==> config.mk <==
export PLATFORM = sky130hd
export DESIGN_NAME = blm_mover
export DESIGN_NICKNAME = d
export VERILOG_FILES = /design/src/rtl/blm_pkg.sv /design/src/rtl/blm_step.sv /design/src/rtl/blm_extract.sv /design/src/rtl/blm_merge.sv /design/src/rtl/blm_mover.sv
export SDC_FILE = /design/constraint.sdc
export NUM_CORES = 1
export LEC_CHECK = 0
export BUFFER_PORTS_ARGS = -buffer_cell sky130_fd_sc_hd__buf_2
export CORE_MARGIN = 8
export CORE_UTILIZATION = 59
export DETAILED_ROUTE_END_ITERATION = 16
export HOLD_SLACK_MARGIN = 0.05
export PLACE_DENSITY = 0.9
export SETUP_SLACK_MARGIN = 0.5
export SLEW_MARGIN = 5
export SYNTH_ARGS = -nofsm -noshare
export SYNTH_HDL_FRONTEND = slang
export SYNTH_HIERARCHICAL = 1
export SYNTH_SLANG_ARGS = --single-unit
==> constraint.sdc <==
create_clock -name clk -period 4.15 [get_ports clk]
set_input_delay 0.415 -clock clk [delete_from_list [all_inputs] [get_ports clk]]
set_output_delay 0.415 -clock clk [all_outputs]
set_load 0.02 [all_outputs]
==> src/rtl/blm_pkg.sv <==
package blm_pkg;
   typedef enum logic [3:0] {
      ST_IDLE, ST_CHK, ST_SRD0, ST_SRD1, ST_DRD0, ST_DRD1,
      ST_DWR0, ST_DWR1, ST_ADV, ST_WB, ST_DONE
   } blm_state_e;
endpackage

==> src/rtl/blm_step.sv <==
module blm_step #(
   parameter int WORD_W = 16,
   parameter int CNT_W  = 32,
   localparam int NW    = $clog2(WORD_W) + 1
) (
   input  logic [CNT_W-1:0]  cnt,
   output logic [NW-1:0]     n,
   output logic [WORD_W-1:0] mask
);
   assign n = (cnt >= CNT_W'(WORD_W)) ? NW'(WORD_W) : cnt[NW-1:0];

   for (genvar i = 0; i < WORD_W; i++) begin : g_mask
      assign mask[i] = (NW'(i) < n);
   end
endmodule

==> src/rtl/blm_extract.sv <==
module blm_extract #(
   parameter int WORD_W = 16,
   localparam int OFF_W = $clog2(WORD_W)
) (
   input  logic [WORD_W-1:0] lo,
   input  logic [WORD_W-1:0] hi,
   input  logic [OFF_W-1:0]  off,
   input  logic [WORD_W-1:0] mask,
   output logic [WORD_W-1:0] field
);
   logic [2*WORD_W-1:0] joined;
   assign joined = {hi, lo} >> off;
   assign field  = WORD_W'(joined) & mask;
endmodule

==> src/rtl/blm_merge.sv <==
module blm_merge #(
   parameter int WORD_W = 16,
   localparam int OFF_W = $clog2(WORD_W)
) (
   input  logic [WORD_W-1:0] old_lo,
   input  logic [WORD_W-1:0] old_hi,
   input  logic [WORD_W-1:0] field,
   input  logic [WORD_W-1:0] mask,
   input  logic [OFF_W-1:0]  off,
   output logic [WORD_W-1:0] new_lo,
   output logic [WORD_W-1:0] new_hi
);
   logic [2*WORD_W-1:0] m2, f2, res;
   assign m2  = {{WORD_W{1'b0}}, mask}  << off;
   assign f2  = {{WORD_W{1'b0}}, field} << off;
   assign res = ({old_hi, old_lo} & ~m2) | f2;
   assign new_lo = res[WORD_W-1:0];
   assign new_hi = res[2*WORD_W-1:WORD_W];
endmodule

==> src/rtl/blm_mover.sv <==
module blm_mover
   import blm_pkg::*;
#(
   parameter int ADDR_W      = 32,
   parameter int CNT_W       = 32,
   parameter int BUDGET_W    = 16,
   parameter int WORD_W      = 16,
   parameter int BUDGET_STEP = 2,
   localparam int OFF_W      = $clog2(WORD_W),
   localparam int NW         = OFF_W + 1,
   localparam int WA_W       = ADDR_W - OFF_W
) (
   input  logic                clk,
   input  logic                rst_n,
   input  logic                start,
   input  logic [1:0]          op_mode,
   input  logic [ADDR_W-1:0]   cmd_src,
   input  logic [ADDR_W-1:0]   cmd_dst,
   input  logic [CNT_W-1:0]    cmd_cnt,
   input  logic [BUDGET_W-1:0] cmd_budget,
   output logic                busy,
   output logic                done,
   output logic                align_err,
   output logic                restart,
   output logic [ADDR_W-1:0]   res_src,
   output logic [ADDR_W-1:0]   res_dst,
   output logic [CNT_W-1:0]    res_cnt,
   output logic                mem_rd,
   output logic                mem_wr,
   output logic [WA_W-1:0]     mem_addr,
   output logic [WORD_W-1:0]   mem_wdata,
   input  logic [WORD_W-1:0]   mem_rdata
);
   if (WORD_W < 2 || (WORD_W & (WORD_W - 1)) != 0) begin : g_bad_word
      $error("blm_mover: WORD_W must be a power of two");
   end
   if (ADDR_W <= OFF_W || BUDGET_STEP < 1) begin : g_bad_cfg
      $error("blm_mover: bad address width or budget step");
   end

   blm_state_e           state;
   logic [ADDR_W-1:0]    src_q, dst_q;
   logic [CNT_W-1:0]     cnt_q;
   logic [BUDGET_W-1:0]  bud_q;
   logic                 dtrack_q, busy_d;
   logic [WORD_W-1:0]    slo_q, shi_q, dlo_q, dhi_q;

   logic [NW-1:0]        n;
   logic [WORD_W-1:0]    mask, field, new_lo, new_hi;
   logic [OFF_W-1:0]     soff, doff;
   logic [NW-1:0]        s_end, d_end;
   logic                 s_span, d_span, d_full;
   logic [WA_W-1:0]      src_w, dst_w;

   assign soff   = src_q[OFF_W-1:0];
   assign doff   = dst_q[OFF_W-1:0];
   assign src_w  = src_q[ADDR_W-1:OFF_W];
   assign dst_w  = dst_q[ADDR_W-1:OFF_W];
   assign s_end  = NW'(soff) + n;
   assign d_end  = NW'(doff) + n;
   assign s_span = s_end > NW'(WORD_W);
   assign d_span = d_end > NW'(WORD_W);
   assign d_full = (doff == '0) && (n == NW'(WORD_W));

   blm_step #(.WORD_W(WORD_W), .CNT_W(CNT_W)) u_step (
      .cnt(cnt_q), .n(n), .mask(mask));

   blm_extract #(.WORD_W(WORD_W)) u_extract (
      .lo(slo_q), .hi(shi_q), .off(soff), .mask(mask), .field(field));

   blm_merge #(.WORD_W(WORD_W)) u_merge (
      .old_lo(dlo_q), .old_hi(dhi_q), .field(field), .mask(mask),
      .off(doff), .new_lo(new_lo), .new_hi(new_hi));

   assign busy = (state != ST_IDLE) && (state != ST_DONE);
   assign done = (state == ST_DONE);

   always_comb begin
      mem_rd    = 1'b0;
      mem_wr    = 1'b0;
      mem_addr  = '0;
      mem_wdata = '0;
      unique case (state)
         ST_SRD0: begin mem_rd = 1'b1; mem_addr = src_w; end
         ST_SRD1: begin mem_rd = 1'b1; mem_addr = src_w + WA_W'(1); end
         ST_DRD0: begin mem_rd = 1'b1; mem_addr = dst_w; end
         ST_DRD1: begin mem_rd = 1'b1; mem_addr = dst_w + WA_W'(1); end
         ST_DWR0: begin mem_wr = 1'b1; mem_addr = dst_w; mem_wdata = new_lo; end
         ST_DWR1: begin mem_wr = 1'b1; mem_addr = dst_w + WA_W'(1); mem_wdata = new_hi; end
         default: ;
      endcase
   end

   always_ff @(posedge clk or negedge rst_n) begin
      if (!rst_n) begin
         state     <= ST_IDLE;
         src_q     <= '0;
         dst_q     <= '0;
         cnt_q     <= '0;
         bud_q     <= '0;
         dtrack_q  <= 1'b0;
         busy_d    <= 1'b0;
         slo_q     <= '0;
         shi_q     <= '0;
         dlo_q     <= '0;
         dhi_q     <= '0;
         align_err <= 1'b0;
         restart   <= 1'b0;
         res_src   <= '0;
         res_dst   <= '0;
         res_cnt   <= '0;
      end else begin
         busy_d <= busy;
         unique case (state)
            ST_IDLE, ST_DONE: if (start) begin
               src_q     <= cmd_src;
               dst_q     <= cmd_dst;
               cnt_q     <= cmd_cnt;
               bud_q     <= cmd_budget;
               dtrack_q  <= op_mode[0];
               res_src   <= cmd_src;
               res_dst   <= cmd_dst;
               res_cnt   <= cmd_cnt;
               restart   <= 1'b0;
               align_err <= (!op_mode[1] && cmd_src[OFF_W-1:0] != '0) ||
                            (!op_mode[0] && cmd_dst[OFF_W-1:0] != '0);
               state     <= ST_CHK;
            end else begin
               state <= ST_IDLE;
            end
            ST_CHK:  state <= (cnt_q == '0 || bud_q == '0) ? ST_WB : ST_SRD0;
            ST_SRD0: begin
               slo_q <= mem_rdata;
               state <= s_span ? ST_SRD1 : (d_full ? ST_DWR0 : ST_DRD0);
            end
            ST_SRD1: begin
               shi_q <= mem_rdata;
               state <= d_full ? ST_DWR0 : ST_DRD0;
            end
            ST_DRD0: begin
               dlo_q <= mem_rdata;
               state <= d_span ? ST_DRD1 : ST_DWR0;
            end
            ST_DRD1: begin
               dhi_q <= mem_rdata;
               state <= ST_DWR0;
            end
            ST_DWR0: state <= d_span ? ST_DWR1 : ST_ADV;
            ST_DWR1: state <= ST_ADV;
            ST_ADV: begin
               src_q <= src_q + ADDR_W'(n);
               dst_q <= dst_q + ADDR_W'(n);
               cnt_q <= cnt_q - CNT_W'(n);
               bud_q <= (bud_q > BUDGET_W'(BUDGET_STEP)) ?
                        bud_q - BUDGET_W'(BUDGET_STEP) : '0;
               if (dtrack_q) res_dst <= dst_q + ADDR_W'(n);
               state <= ST_CHK;
            end
            ST_WB: begin
               res_src <= src_q;
               res_dst <= dst_q;
               res_cnt <= cnt_q;
               restart <= (cnt_q != '0);
               state   <= ST_DONE;
            end
            default: state <= ST_IDLE;
         endcase
      end
   end

   // completion is a single-cycle pulse
   a_r10_done_pulse: assert property (@(posedge clk) disable iff (!rst_n)
      done |=> !done);
   // restart agrees with the written-back count
   a_r7_restart_matches: assert property (@(posedge clk) disable iff (!rst_n)
      done |-> (restart == (res_cnt != '0)));
   // addresses held while busy when destination tracking is off
   a_r8_regs_fixed: assert property (@(posedge clk) disable iff (!rst_n)
      (busy && busy_d && !dtrack_q) |-> ($stable(res_src) && $stable(res_dst)));
   // source register never moves during the operation
   a_r9_src_fixed: assert property (@(posedge clk) disable iff (!rst_n)
      (busy && busy_d) |-> $stable(res_src));
   // memory is only touched inside a command, one access per cycle
   a_r11_port_use: assert property (@(posedge clk) disable iff (!rst_n)
      (mem_rd || mem_wr) |-> (busy && !(mem_rd && mem_wr)));
endmodule

# Word level (Yosys, flattened, before mapping)
# Index checks and enable logic that the tools add are counted.
[op_classes]
n_eq_ne = 14
shift = 3
bitwise_logic = 4
mux = 27
reduce_logical = 28
n_lt_le_gt_ge = 20
add_sub_neg = 8
[ops]
columns = ["operator", "count"]
rows = [
  ["$pmux W32 S2", 5],
  ["$mux W32", 4],
  ["$pmux W28 S4", 1],
  ["$pmux W32 S3", 1],
  ["$add A32 B5 Y32", 2],
  ["$pmux W16 S2", 2],
  ["$shl A16 B4 Y32", 2],
  ["$add A28 B1 Y28 const B", 2],
  ["$lt A4 B5 Y1 const A", 8],
  ["$pmux W4 S10", 1],
  ["$and A32 B32 Y32", 1],
  ["$ge A32 B5 Y1 const B", 1],
  ["$logic_not A32 Y1", 1],
  ["$mux W16", 2],
  ["$not A32 Y32", 1],
  ["$or A32 B32 Y32", 1],
  ["$reduce_bool A32 Y1", 1],
  ["$shr A32 B4 Y16", 1],
  ["$sub A32 B5 Y32", 1],
  ["$lt A3 B5 Y1 const A", 4],
  ["$and A16 B16 Y16", 1],
  ["$eq A4 B3 Y1 const B", 4],
  ["$gt A16 B2 Y1 const B", 1],
  ["$logic_not A16 Y1", 1],
  ["other kinds (27)", 55],
]
[word_totals]
out_inout_bits = 146
in_bits = 133
ff_bits = 279
word_cells = 119

# Depth between registers and ports, before layout
[logic_depth]
ltp_word = 8
depth_mapped = 14
depth_no_buf = 12

# Cells and area by module
# Netlist, hierarchy kept.
[modules_own_cells]
columns = ["mod", "instances", "cells_each", "area_each_um2", "seq_area_each_um2"]
rows = [
  ["blm_mover", 1, 1927, 16219.3, 6981.7],
  ["blm_merge", 1, 228, 1899.3, 0.0],
  ["blm_extract", 1, 124, 1418.9, 0.0],
  ["blm_step", 1, 53, 291.5, 0.0],
]

# Least setup slack after synthesis
# No wires, ideal clock.
[synth_timing]
kind = "register to output"
start = "register state[3]"
end = "output mem_addr[18]"
setup_slack_ps = 522
n_path_buf = 4
t_required_ps = 3735
stages_incl_launch_ff = 15
arrival_ps = 3213
path_cell_list = "dfrtp_1 > clkbuf_1 > nand3b_1 > buf_1 > buf_1 > nand2_1 > nand2_1 > ha_1 > nand2_1 > nor3_1 > a32o_1 > clkbuf_1 > nand4_1 > xnor2_1 > o21ai_0"
[synth_via]
elab_chain_len = 3
elab_cells_between_ends = 9
cone_classes = "6 x eq/ne; 1 x mux; 2 x reduce/logical"
[synth_lines]
columns = ["item", "line", "rtl"]
rows = [
  ["start: declaration", "blm_mover.sv:41", "blm_state_e state;"],
  ["start signal: assignment", "blm_mover.sv:131", "ST_CHK: state <= (cnt_q == '0 || bud_q == '0) ? ST_WB : ST_SRD0;"],
  ["start signal: assignment", "blm_mover.sv:134", "state <= s_span ? ST_SRD1 : (d_full ? ST_DWR0 : ST_DRD0);"],
  ["start signal: assignment", "blm_mover.sv:138", "state <= d_full ? ST_DWR0 : ST_DRD0;"],
  ["$eq A4 B3 Y1", "blm_mover.sv:83", "unique case (state)"],
  ["$reduce_or A2 Y1 (no source line)", "--", ""],
  ["$pmux W28 S4 *", "blm_mover.sv:83", ""],
  ["end: declaration", "blm_mover.sv:30", "output logic [WA_W-1:0] mem_addr,"],
]
# Every way passes the cells marked *; elsewhere a longest branch is shown, timed or not.

# Worst setup path after layout
[layout_timing]
start = "register cnt_q[18]"
end = "output mem_wdata[0]"
[layout_via]
elab_cells_between_ends = 25
cone_classes = "17 x order compare; 2 x shift; 2 x mux; 4 x bitwise"
[layout_lines]
columns = ["item", "line", "rtl"]
rows = [
  ["start: declaration", "blm_mover.sv:43", "logic [CNT_W-1:0] cnt_q;"],
  ["start signal: assignment", "blm_mover.sv:118", "cnt_q <= cmd_cnt;"],
  ["start signal: assignment", "blm_mover.sv:153", "cnt_q <= cnt_q - CNT_W'(n);"],
  ["$ge A32 B5 Y1", "blm_step.sv:10", "assign n = (cnt >= CNT_W'(WORD_W)) ? NW'(WORD_W) : cnt[NW-1:0];"],
  ["$mux W5", "blm_step.sv:10", ""],
  ["$lt A3 B5 Y1", "blm_step.sv:13", "assign mask[i] = (NW'(i) < n);"],
  ["via mask[7]", "blm_mover.sv:49", "logic [WORD_W-1:0] mask, field, new_lo, new_hi;"],
  ["$and A16 B16 Y16", "blm_extract.sv:13", "assign field = WORD_W'(joined) & mask;"],
  ["via field[7]", "blm_mover.sv:49", ""],
  ["$shl A16 B4 Y32", "blm_merge.sv:15", "assign f2 = {{WORD_W{1'b0}}, field} << off;"],
  ["$or A32 B32 Y32", "blm_merge.sv:16", "assign res = ({old_hi, old_lo} & ~m2) | f2;"],
  ["via new_hi[0]", "blm_mover.sv:49", ""],
  ["$pmux W16 S2", "blm_mover.sv:83", ""],
  ["end: declaration", "blm_mover.sv:31", "output logic [WORD_W-1:0] mem_wdata,"],
]
# The timed path passes the listed nets, and every way through them passes these cells.

==> impl_results.md <==
* Violated checks: negative setup slack
* Worst Hold Class: in2reg
* Placed instance area at 0.0217 mm2
* DRC at 0
* Cell area after synthesis at 0.0198 mm2
* Setup violators final at 16
* Largest incremental delay on the critical path at 0.52 ns
* Hold endpoint: dst_q[30]
* Vias in the first global route at ~21000
* CP Max Fanout at 6
* Post-DRT Antenna Nets at 0
* Number of diodes at 0
* Non-Filler Instances at ~3000
* Max cap viols at 0
* FILL cells at 2400
* Hold Path Cell Cnt at 3
* Pin slew with the least headroom to its limit at 1.05 ns
* Status: complete, but fails checks
* Hold Crit Start: cmd_dst[30]
* Fmax at 228 MHz
* Total track usage at 0.374
* VDD IR-drop max at 649 uV
* Period utilization at 1.05
* CTS clk-pin slew, worst paths at 0.06 ns
* Critical-path cell list: nor4_1 -> and4_4 -> buf_12 -> buf_16 -> nand3b_1 -> nand3_1 -> o211ai_1 -> mux4_2 -> mux2_4 -> or2_0 -> o32a_1 -> a22o_1 -> buf_6
* Die width at 199 um
* Inst Count DP at 2934
* CTS tree: yes
* Final WL at around 79000 um
* TritonCTS Sinks at between 200 and 300
* Critical Path End Type: output pin
* Slew headroom at 0.288
* Post-route minimum period at 4.38 ns
* Rows at 67
* Clock root buffer: clkbuf_16
* Core ar. at 0.0333 mm2
* GRT overflow at 0
* Post-DP HPWL at 53600 um
* Worst path top cell family by delay: simple AND/OR/NAND/NOR gates
* Hold_ws at 0.0672 ns
* Die area at between 0.03 and 0.04 mm2
* Starting DRT DRC Count at 2979
* Static leakage at 10.4 nW
* Buffers & Inverters on Critical Path at 3
* CTS buffer count at 31
* I/O pin count at about 280
* Area growth syn-to-layout at 24.7%
* Final hold vios at 0
* Per-cell routed wire length at 25.7 um
* Vias at 21700
* PD cells at 913 mW/mm2
* Final worst setup slack at -0.228 ns
* Worst reg2reg path startpoint: cnt_q[18]
* Skew-Pair Late Insertion Delay at 0.60 ns
* CTS H-tree lvls at 1
* R2r worst-path depth at 17
* Initial antenna violation count at 2
* Worst setup path class: reg2out
* Syn Inst Count at 2328
* Layout Nets at 2757
* CTS max path bufs at 3
* WP data required at 3.73 ns
* Pins Over Slew Limit at 0
* Slowest CP cell: mux4_2
* First-pass GRT wire length at 117000 um
* CP arrival at between 3 and 4 ns
* Largest net degree at the start of global routing at 130
* Setup crit start kind: register
* Avg Vias per Cell at between 7 and 8
* Pre-Repair DR Iteration Count at 7
* Clock skew at 0.0124 ns
* Layout cell share with drive strength beyond 1 at 0.308
* Starting Density at 0.595
* GPL Wtd Cong at between 1 and 1.5
* Terminus of the critical flop-to-flop path: src_q[16]
* Syn Nets at 2481
* Chip height at 199 um
* Fin area at 0.0247 mm2
* RSZ-0062 raised after global routing: yes
* Mapped Avg Cell Area at 8.50 um2
* Synth warnings at 6
* Flop-to-flop setup slack at around 0.34 ns
* I/O Buffers at 278
* Final core utilization at 0.742
[worst max path at each step]
stage | startpoint | to | cells past startpoint
after floorplan | state[3] | mem_addr[18] | 14
after global placement | cnt_q[8] | mem_wdata[0] | 13
after detailed placement | cnt_q[8] | mem_wdata[0] | 13
after CTS | cnt_q[9] | mem_wdata[0] | 13
after global routing | cnt_q[25] | mem_wdata[8] | 13
final | cnt_q[18] | mem_wdata[0] | 13
[where the power goes]
group / switching (mW) / internal (mW) / leakage, nW
Sequential: 1.95 / 4.09 / 3.30
Combinational: 8.05 / 5.68 / 6.58
Clock: 1.22 / 1.55 / 0.493
Total: 11.2 / 11.3 / 10.4
[cell usage in the layout, fill, tap and decap left out, types with 51 or more instances in the layout]
| master | n |
|---|---|
| a21oi_1 | 72 |
| a31oi_1 | 94 |
| buf_2 | 256 |
| buf_4 | 139 |
| dfrtp_1 | 261 |
| mux2_2 | 56 |
| mux4_2 | 51 |
| nand2_1 | 363 |
| nand3_1 | 94 |
| nor2_1 | 192 |
| o21ai_0 | 113 |
[state kept, by name, summed over array words and instances (netlist names), 15 cells and up]
name	flops
dst_q	32
dlo_q	16
cnt_q	32
res_dst	32
res_src	32
dhi_q	16
res_cnt	32
shi_q	15
bud_q	16
src_q	32
slo_q	16
[layer usage]
metal	share of wire	GRT usage	wire, um
met1	0.36	0.453	28000
met2	0.46	0.606	36500
met3	0.11	0.0886	8800
met4	0.071	0.213	5590
met5	0.00014	0	11
[timing repair]
item	in CTS	in global routing
hold endpoints to repair	109	0
resized for setup	125	189
endpoints found under the setup margin	53	93
pin swaps	28	60
cloned	3	2
buffers inserted	25	43
hold buffers	12	0
[stage by stage]
step	power [mW]	setup slack (ns)	setup TNS, ns
2_1_floorplan	13.7	0.522	0
3_3_place_gp	17.2	0.305	0
3_5_place_dp	17.5	0.269	0
4_1_cts	21.1	-0.147	-0.827
5_1_grt	23.6	-0.292	-3.13
6_report	22.5	-0.228	-2.22
[final cells by class]
| class | instances | area, um2 | area share |
|---|---|---|---|
| Clock buffer | 42 | 877 | 0.0355 |
| Clock inverter | 13 | 124 | 0.00502 |
| Inverter | 29 | 109 | 0.00441 |
| Multi-Input combinational cell | 1810 | 12900 | 0.523 |
| Sequential cell | 278 | 6980 | 0.283 |
| Tap cell | 448 | 561 | 0.0227 |
| Timing Repair Buffer | 454 | 3120 | 0.126 |
[tightest hold or removal path, cell delays in order]
cell and delay [ns]:
buf_2 0.09, a22oi_1 0.06, o21ai_0 0.06
No activity file was read; power rests on OpenSTA's default activity.
